===== src/rtl/cdsg_pkg.sv =====
package cdsg_pkg;

  // Control word layout (fixed: fields are decoded by position)
  localparam int unsigned WORD_W     = 16;
  localparam int unsigned AMP_BIT    = 0;
  localparam int unsigned DIV_LO     = 1;
  localparam int unsigned DIV_W      = 7;
  localparam int unsigned EXP_LO     = DIV_LO + DIV_W;
  localparam int unsigned EXP_W      = 5;
  localparam int unsigned DONE_BIT   = EXP_LO + EXP_W;
  localparam int unsigned RATIO_FULL = 1 << DIV_W;
  localparam int unsigned RATIO_W    = DIV_W + 1;

  typedef struct packed {
    logic             done_en;
    logic [EXP_W-1:0] exp_code;
    logic [DIV_W-1:0] div_field;
    logic             amp;
  } ctrl_word_t;

  // Divide ratio from field: zero selects the full ratio
  function automatic int unsigned ratio_from_field(input int unsigned field);
    return (field == 0) ? RATIO_FULL : field;
  endfunction

  // Clamp an exponent code to the largest legal one
  function automatic int unsigned clamp_exp(input int unsigned code,
                                            input int unsigned max_code);
    return (code > max_code) ? max_code : code;
  endfunction

  // Number of divider pulses to wait, minus one
  function automatic int unsigned pulses_minus_one(input int unsigned code);
    return (32'd1 << code) - 32'd1;
  endfunction

endpackage


===== src/rtl/cdsg_ctrl_reg.sv =====
module cdsg_ctrl_reg
  import cdsg_pkg::*;
#(
  parameter int unsigned MAX_CODE = 20,
  localparam int unsigned CODE_W  = $clog2(MAX_CODE + 1)
) (
  input  logic                clk,
  input  logic                rst_n,
  input  logic                wr_en,
  input  logic [WORD_W-1:0]   wr_data,
  output logic                restart,
  output logic                done_en,
  output logic                amp_en,
  output logic [RATIO_W-1:0]  ratio_eff,
  output logic [CODE_W-1:0]   code_eff
);

  ctrl_word_t word_q;
  ctrl_word_t word_in;

  assign word_in = ctrl_word_t'(wr_data[DONE_BIT:0]);

  always_ff @(posedge clk or negedge rst_n) begin
    if (!rst_n) begin
      word_q <= '0;
    end else if (wr_en) begin
      word_q <= word_in;
    end
  end

  // Restart is the write strobe itself: the divider and counter reload on
  // the same edge that the new configuration is captured.
  assign restart   = wr_en;
  assign done_en   = word_q.done_en;
  assign amp_en    = word_q.amp;
  assign ratio_eff = RATIO_W'(ratio_from_field(int'(word_q.div_field)));
  assign code_eff  = CODE_W'(clamp_exp(int'(word_q.exp_code), MAX_CODE));

endmodule


===== src/rtl/cdsg_divider.sv =====
module cdsg_divider
  import cdsg_pkg::*;
(
  input  logic               clk,
  input  logic               rst_n,
  input  logic               restart,
  input  logic [RATIO_W-1:0] ratio,
  output logic               tick
);

  logic [RATIO_W-1:0] phase_q;
  logic               at_end;

  assign at_end = (phase_q == ratio - RATIO_W'(1));

  always_ff @(posedge clk or negedge rst_n) begin
    if (!rst_n) begin
      phase_q <= '0;
    end else if (restart || at_end) begin
      phase_q <= '0;
    end else begin
      phase_q <= phase_q + RATIO_W'(1);
    end
  end

  // A write cycle never produces a pulse; phase is being reloaded
  assign tick = at_end && !restart;

endmodule


===== src/rtl/cdsg_startup.sv =====
module cdsg_startup
  import cdsg_pkg::*;
#(
  parameter int unsigned MAX_CODE = 20,
  localparam int unsigned CODE_W  = $clog2(MAX_CODE + 1),
  localparam int unsigned CNT_W   = (MAX_CODE < 1) ? 1 : MAX_CODE
) (
  input  logic              clk,
  input  logic              rst_n,
  input  logic              restart,
  input  logic              tick,
  input  logic              done_en,
  input  logic [CODE_W-1:0] code,
  output logic              expire,
  output logic              released,
  output logic              irq,
  output logic              status
);

  typedef enum logic [1:0] { ST_IDLE, ST_COUNT, ST_DONE } st_t;

  st_t              st_q;
  logic [CNT_W-1:0] cnt_q;
  logic [CNT_W-1:0] last_cnt;

  assign last_cnt = CNT_W'(pulses_minus_one(int'(code)));
  assign expire   = (st_q == ST_COUNT) && tick && (cnt_q == last_cnt);

  always_ff @(posedge clk or negedge rst_n) begin
    if (!rst_n) begin
      st_q  <= ST_IDLE;
      cnt_q <= '0;
    end else if (restart) begin
      st_q  <= ST_COUNT;
      cnt_q <= '0;
    end else if (expire) begin
      st_q  <= ST_DONE;
    end else if (st_q == ST_COUNT && tick) begin
      cnt_q <= cnt_q + CNT_W'(1);
    end
  end

  always_ff @(posedge clk or negedge rst_n) begin
    if (!rst_n) begin
      released <= 1'b0;
      irq      <= 1'b0;
      status   <= 1'b0;
    end else begin
      irq <= expire && done_en && !restart;
      if (restart) begin
        released <= 1'b0;
        status   <= 1'b0;
      end else if (expire) begin
        released <= 1'b1;
        status   <= done_en;
      end
    end
  end

endmodule


===== src/rtl/clkdiv_startup_gate.sv =====
module clkdiv_startup_gate
  import cdsg_pkg::*;
#(
  parameter int unsigned MAX_CODE = 20,
  localparam int unsigned CODE_W  = $clog2(MAX_CODE + 1)
) (
  input  logic              clk,
  input  logic              rst_n,
  input  logic              wr_en,
  input  logic [WORD_W-1:0] wr_data,
  output logic              sys_ce,
  output logic              sys_run,
  output logic              start_irq,
  output logic              done_flag,
  output logic              amp_en
);

  // Named internal events, visible to the bound checker
  logic               restart;
  logic               done_en;
  logic               div_tick;
  logic               expire;
  logic [RATIO_W-1:0] ratio_eff;
  logic [CODE_W-1:0]  code_eff;

  cdsg_ctrl_reg #(.MAX_CODE(MAX_CODE)) u_ctrl (
    .clk       (clk),
    .rst_n     (rst_n),
    .wr_en     (wr_en),
    .wr_data   (wr_data),
    .restart   (restart),
    .done_en   (done_en),
    .amp_en    (amp_en),
    .ratio_eff (ratio_eff),
    .code_eff  (code_eff)
  );

  cdsg_divider u_div (
    .clk     (clk),
    .rst_n   (rst_n),
    .restart (restart),
    .ratio   (ratio_eff),
    .tick    (div_tick)
  );

  cdsg_startup #(.MAX_CODE(MAX_CODE)) u_start (
    .clk      (clk),
    .rst_n    (rst_n),
    .restart  (restart),
    .tick     (div_tick),
    .done_en  (done_en),
    .code     (code_eff),
    .expire   (expire),
    .released (sys_run),
    .irq      (start_irq),
    .status   (done_flag)
  );

  assign sys_ce = sys_run && div_tick;

endmodule


===== config.mk =====
export PLATFORM = sky130hd
export DESIGN_NAME = clkdiv_startup_gate
export DESIGN_NICKNAME = d
export VERILOG_FILES = /design/src/rtl/cdsg_pkg.sv /design/src/rtl/cdsg_ctrl_reg.sv /design/src/rtl/cdsg_divider.sv /design/src/rtl/cdsg_startup.sv /design/src/rtl/clkdiv_startup_gate.sv
export SDC_FILE = /design/constraint.sdc
export NUM_CORES = 1
export LEC_CHECK = 0
export BUFFER_PORTS_ARGS = -buffer_cell sky130_fd_sc_hd__buf_2
export CAP_MARGIN = 20
export CORE_ASPECT_RATIO = 1.75
export CORE_MARGIN = 1.5
export CORE_UTILIZATION = 55
export DETAILED_ROUTE_END_ITERATION = 7
export GPL_TIMING_DRIVEN = 1
export PLACE_DENSITY = 0.84
export SLEW_MARGIN = 40
export SYNTH_ARGS = -nofsm -noshare
export SYNTH_HDL_FRONTEND = slang
export SYNTH_SLANG_ARGS = --single-unit
export TNS_END_PERCENT = 10

===== constraint.sdc =====
create_clock -name clk -period 8.6 [get_ports clk]
set_input_delay 1.72 -clock clk [delete_from_list [all_inputs] [get_ports clk]]
set_output_delay 1.72 -clock clk [all_outputs]
set_load 0.005 [all_outputs]

# Word level (Yosys, flattened, before mapping)
# Cells that the tools add are included.
# W data, S select, Z words.
[word_totals]
latch_bits = 0
rom_bits = 0
out_inout_bits = 5
reg_bits = 47
mem_bits_rw = 0
in_bits = 19
n_memories = 0
[classes]
n_mux = 12
n_mul = 0
n_bitwise = 0
reduce_logical = 12
div_mod_pow = 0
eq_ne = 4
shift = 1
add_sub_neg = 4
magnitude_cmp = 1
[ops]
columns = ["cell", "n"]
rows = [
  ["$mux W20", 3],
  ["$add A20 B1 Y20 const B", 1],
  ["$eq A20 B20 Y1", 1],
  ["$shl A1 B5 Y20 const A", 1],
  ["$sub A20 B1 Y20 const B", 1],
  ["$mux W8", 2],
  ["$add A8 B1 Y8 const B", 1],
  ["$eq A8 B8 Y1", 1],
  ["$sub A8 B1 Y8 const B", 1],
  ["$logic_not A7 Y1", 1],
  ["$logic_and A1 B1 Y1", 6],
  ["$gt A5 B5 Y1 const B", 1],
  ["$mux W5", 1],
  ["$mux W1", 4],
  ["$mux W2", 2],
  ["$reduce_bool A2 Y1", 2],
  ["$eq A2 B1 Y1 const B", 1],
  ["$ne A2 B2 Y1 const B", 1],
  ["$reduce_and A2 Y1", 1],
  ["$logic_not A1 Y1", 1],
  ["$logic_or A1 B1 Y1", 1],
]

# Longest topological paths before layout
[logic_depth]
ltp_word = 9
depth_mapped = 16
mapped_depth_nobuf = 11

# Modules after synthesis
# A second synthesis with hierarchy kept.
[hier_totals]
cells_unflattened = 348
hier_area_um2 = 3311.9
[modules_own_cells]
columns = ["module", "cells_each", "area_each_um2", "instances", "seq_area_each_um2"]
rows = [
  ["cdsg_startup", 232, 1984.4, 1, 600.6],
  ["cdsg_divider", 70, 709.4, 1, 200.2],
  ["cdsg_ctrl_reg", 45, 611.8, 1, 350.3],
  ["clkdiv_startup_gate", 1, 6.3, 1, 0.0],
]

# Worst setup path after synthesis
# Ideal clock, no wire load.
[synth_path]
path_type = "input to output"
from = "input wr_en"
to = "output sys_ce"
t_required_ps = 6880
setup_slack_ps = 4736
path_buffers = 0
arrival_ps = 2144
stages = 3
cell_sequence = "inv_1 > nand3_1 > nor2_1"
[synth_via]
elab_chain_cells = 3
[synth_rtl]
columns = ["item", "line_no", "source"]
rows = [
  ["from (decl)", "clkdiv_startup_gate.sv:9", "input logic wr_en,"],
  ["$logic_not A1 Y1", "cdsg_divider.sv:27", "assign tick = at_end && !restart;"],
  ["$logic_and A1 B1 Y1", "cdsg_divider.sv:27", ""],
  ["$logic_and A1 B1 Y1", "clkdiv_startup_gate.sv:59", "assign sys_ce = sys_run && div_tick;"],
  ["to (decl)", "clkdiv_startup_gate.sv:11", "output logic sys_ce,"],
]
# Every way passes these cells.

# Worst setup path after layout
# Ends and elaborated chain as after synthesis.

==> impl_results.md <==
- Slew @ Worst Pin: 0.797 ns
- Pwr/cell area: 134 nW/um2
- Comb power frac: 0.176
- Crit-path max cell delay: 0.58 ns
- Routed via count: 2984
- Worst min-delay path class: reg -> reg
- Synth Instances: 386
- Final period util: 0.560
- CP Data Required Time: 6.88 ns
- Worst Path Arrival: 3.09 ns
- Status: finished, final reports clean
- Switching part of the total: 0.319
- Flops & latches, synth: 46
- Sequential power share: 0.526
- Main synth FF type: dfrtp_1
- Leakage Power: 1.36 nW
- Worst-path clk slew: 0.09 ns
- Minimum clock period: 4.81 ns
- Headroom to the max-slew limit: 0.469
- Syn nets: 410
- WL final: 7550 um
- I/O Pins: 24
- RSZ-0062 raised after global routing: false
- Die area: 6500 um2
- Worst Path Max Fanout: 41
- Largest net degree at the start of global routing: 47
- CTS Hold Bufs: 0
- Nets: 409
- Die width: 61.6 um
- # resized after CTS: 0
- Achievable Freq: 208 MHz
- Final slew viol count: 0
- CTS root buf: clkbuf_8
- R2r endpoint: u_start.cnt_q[5]
- Die Y: 106 um
- Port bufs: 21
- CP cell instances: buf_2 > inv_1 > nand3_1 > nor2_1 > buf_2
- EDFF count, synth: 0
- Detail Placement HPWL: 5350 um
- First-pass GRT wire length: 12600 um
- Number of max-cap violations: 0
- CP most frequent cell: buf_2
- Post-CTS Setup Inserts: 0
- Vias in the first global route: 2868
- Detailed Route Iter0 Violations: 215
- Int Pwr: 0.000317 W
- Hold Path End: u_start.irq
- Diode count: 0
- Initial Utilization: 0.566
- Max clock buf depth: 2
- Pre-CTS worst setup slack: 3.76 ns
- Clock power frac: 0.298
- Distinct cells, synth: 66
- Worst r2r src: u_ctrl.word_q[10]
- Hold Crit Start: u_ctrl.done_en
- Post-Layout Inst Area: 3480 um2
- Sw Pwr: 0.000149 W
- WHS: 0.508 ns
- Share of cells above drive strength 1: 0.135
- Sequential-to-total area share from yosys stat: 0.348
- Syn Std Cell Area: 3300 um2
- Core Footprint: 5830 um2
- Fin util: 0.597
- Crit path kind: in -> out
- TritonCTS Buffers: 5
- Final setup margin: 3.79 ns
- Tot GR Track Use: 0.248
- GPL Wtd Cong: 0.852
- Slowest-stage cell, CP: buf_2
- Ys async rst share: 1.00
- YS warnings: 0
- Worst skew pair latency: 0.31 ns
- Area grow syn2layout: 5.34%
- Router iterations before antenna repair: 4
- Final Hold Vio Count: 0
- Placed Area: 3390 um2
- Vias/cell: 6.43
- DRC viols: 0
- Clock Skew: 0.0150 ns
- Rows: 37
- Wirelength per Cell: 16.3 um
- Total clock sinks: 46
- Initial antenna violation count: 0
- Setup TNS: 0 ns
- Reg2reg setup slack: 4.35 ns
- Avg Cell Area, Syn: 8.56 um2
- H-tree level count: 2
- WHS Path Cells: 1
- Clock tree from TritonCTS: yes
- Number of routed nets with antenna violations: 0
- Final setup vio count: 0
- Critical Path Source Type: primary input
- Grt total ovfl: 0
- CP Capture Type: output port
- R2R depth: 12
- VDD IR-drop max: 0.0000767 V
final cells by class:
class	count	area (um2)
Inverter	16	60.1
Clock inverter	3	23.8
Timing Repair Buffer	22	115
Multi-Input combinational cell	294	1960
Clock buffer	5	68.8
Tap cell	78	97.6
Fill cell	521	2350
Sequential cell	46	1150
worst max path at each step:
| stage | from | endpoint | slack, ns |
|---|---|---|---|
| 2_1_floorplan | wr_en | sys_ce | 4.74 |
| 3_3_place_gp | wr_en | sys_ce | 3.77 |
| 3_5_place_dp | wr_en | sys_ce | 3.76 |
| 4_1_cts | wr_en | sys_ce | 3.75 |
| 5_1_grt | wr_en | sys_ce | 3.67 |
| 6_report | wr_en | sys_ce | 3.79 |
stage by stage:
stage	power, W	cells
floorplan	0.000307	386
global placement	0.000327	456
detailed placement	0.000330	456
CTS	0.000469	464
global route	0.000490	464
finish	0.000466	464
cell usage in the layout, fill, tap and decap left out, types with 4 or more instances in the layout:
master    instances
a31oi_1           6
nor2b_1           4
nand2_1          26
nand4_1           7
inv_1            16
or3_1            17
o31ai_1           5
ha_1              5
nor3_1           12
xor2_1           10
xnor2_1          15
o21ai_0          32
and3_1            8
nor3b_1           4
o21a_1            5
nand3_1          18
dfrtp_1          46
nor2_1           23
buf_2            20
or4_1             8
clkbuf_8          5
mux2_2           11
a21oi_1          21
logic make-up (layout without fill, tap and decap cells):
family,Yosys count,in the layout,synth area share
xor gates and xnor gates,25,25,0.0663
and+or+nand+nor,152,152,0.267
buffers and inverters,46,46,0.0572
DFF,46,46,0.348
AOI/OAI and AO/OA,98,98,0.195
adders and majority gates,5,5,0.0189
muxes,14,14,0.0470
cells in the mapped netlist, types with 2 or more instances:
| cell type | n | area, um2 |
|---|---|---|
| a21boi_0 | 2 | 15.0 |
| a21o_1 | 2 | 15.0 |
| a21oi_1 | 21 | 105 |
| a22oi_1 | 2 | 15.0 |
| a31oi_1 | 6 | 37.5 |
| a32oi_1 | 2 | 17.5 |
| and3_1 | 8 | 50.1 |
| buf_1 | 2 | 7.51 |
| buf_2 | 3 | 15.0 |
| clkbuf_1 | 22 | 82.6 |
| dfrtp_1 | 46 | 1150 |
| ha_1 | 5 | 62.6 |
| inv_1 | 16 | 60.1 |
| mux2_2 | 11 | 124 |
| mux2i_1 | 2 | 20.0 |
| nand2_1 | 26 | 97.6 |
| nand2b_1 | 2 | 12.5 |
| nand3_1 | 18 | 90.1 |
| nand3b_1 | 2 | 15.0 |
| nand4_1 | 7 | 43.8 |
| nand4b_1 | 2 | 17.5 |
| nor2_1 | 23 | 86.3 |
| nor2b_1 | 4 | 25.0 |
| nor3_1 | 12 | 60.1 |
| nor3b_1 | 4 | 30.0 |
| nor4_1 | 3 | 18.8 |
| nor4_2 | 2 | 25.0 |
| o211ai_1 | 3 | 22.5 |
| o21a_1 | 5 | 37.5 |
| o21ai_0 | 32 | 160 |
| o221ai_1 | 2 | 17.5 |
| o31ai_1 | 5 | 37.5 |
| o41ai_1 | 2 | 17.5 |
| or3_1 | 17 | 106 |
| or3b_1 | 2 | 17.5 |
| or4_1 | 8 | 60.1 |
| or4b_1 | 3 | 30.0 |
| xnor2_1 | 15 | 131 |
| xor2_1 | 10 | 87.6 |
worst max-delay path: cells and delay by family:
kind | cells | cell delay [ns]
simple gates | 2 | 0.37
buf+inv | 3 | 0.99
power by group through the flow:
stage	sequential [W]	clock (W)	combinational (W)
after global routing	0.000247	0.000152	0.0000909
after detailed placement	0.000249	0	0.0000816
final	0.000245	0.000139	0.0000819
after CTS	0.000244	0.000142	0.0000821
after floorplan	0.000235	0	0.0000728
after global placement	0.000248	0	0.0000789
flip-flops by register name, indices dropped and copies added, names as in the netlist:
| register | cells |
|---|---|
| u_start.cnt_q | 20 |
| u_ctrl.word_q | 12 |
| u_div.phase_q | 8 |
| u_ctrl.amp_en | 1 |
| u_ctrl.done_en | 1 |
| u_start.irq | 1 |
| u_start.released | 1 |
| u_start.st_q | 1 |
| u_start.status | 1 |
routing by layer:
| metal | GRT usage | up-vias | share of wire |
|---|---|---|---|
| met1 | 0.285 | 1439 | 0.39 |
| met5 | 0 | - | 0 |
| li1 | - | 1418 | - |
| met3 | 0.0356 | 18 | 0.041 |
| met4 | 0.0988 | 0 | 0.028 |
| met2 | 0.436 | 109 | 0.54 |
No activity file was read; power rests on OpenSTA's default activity.
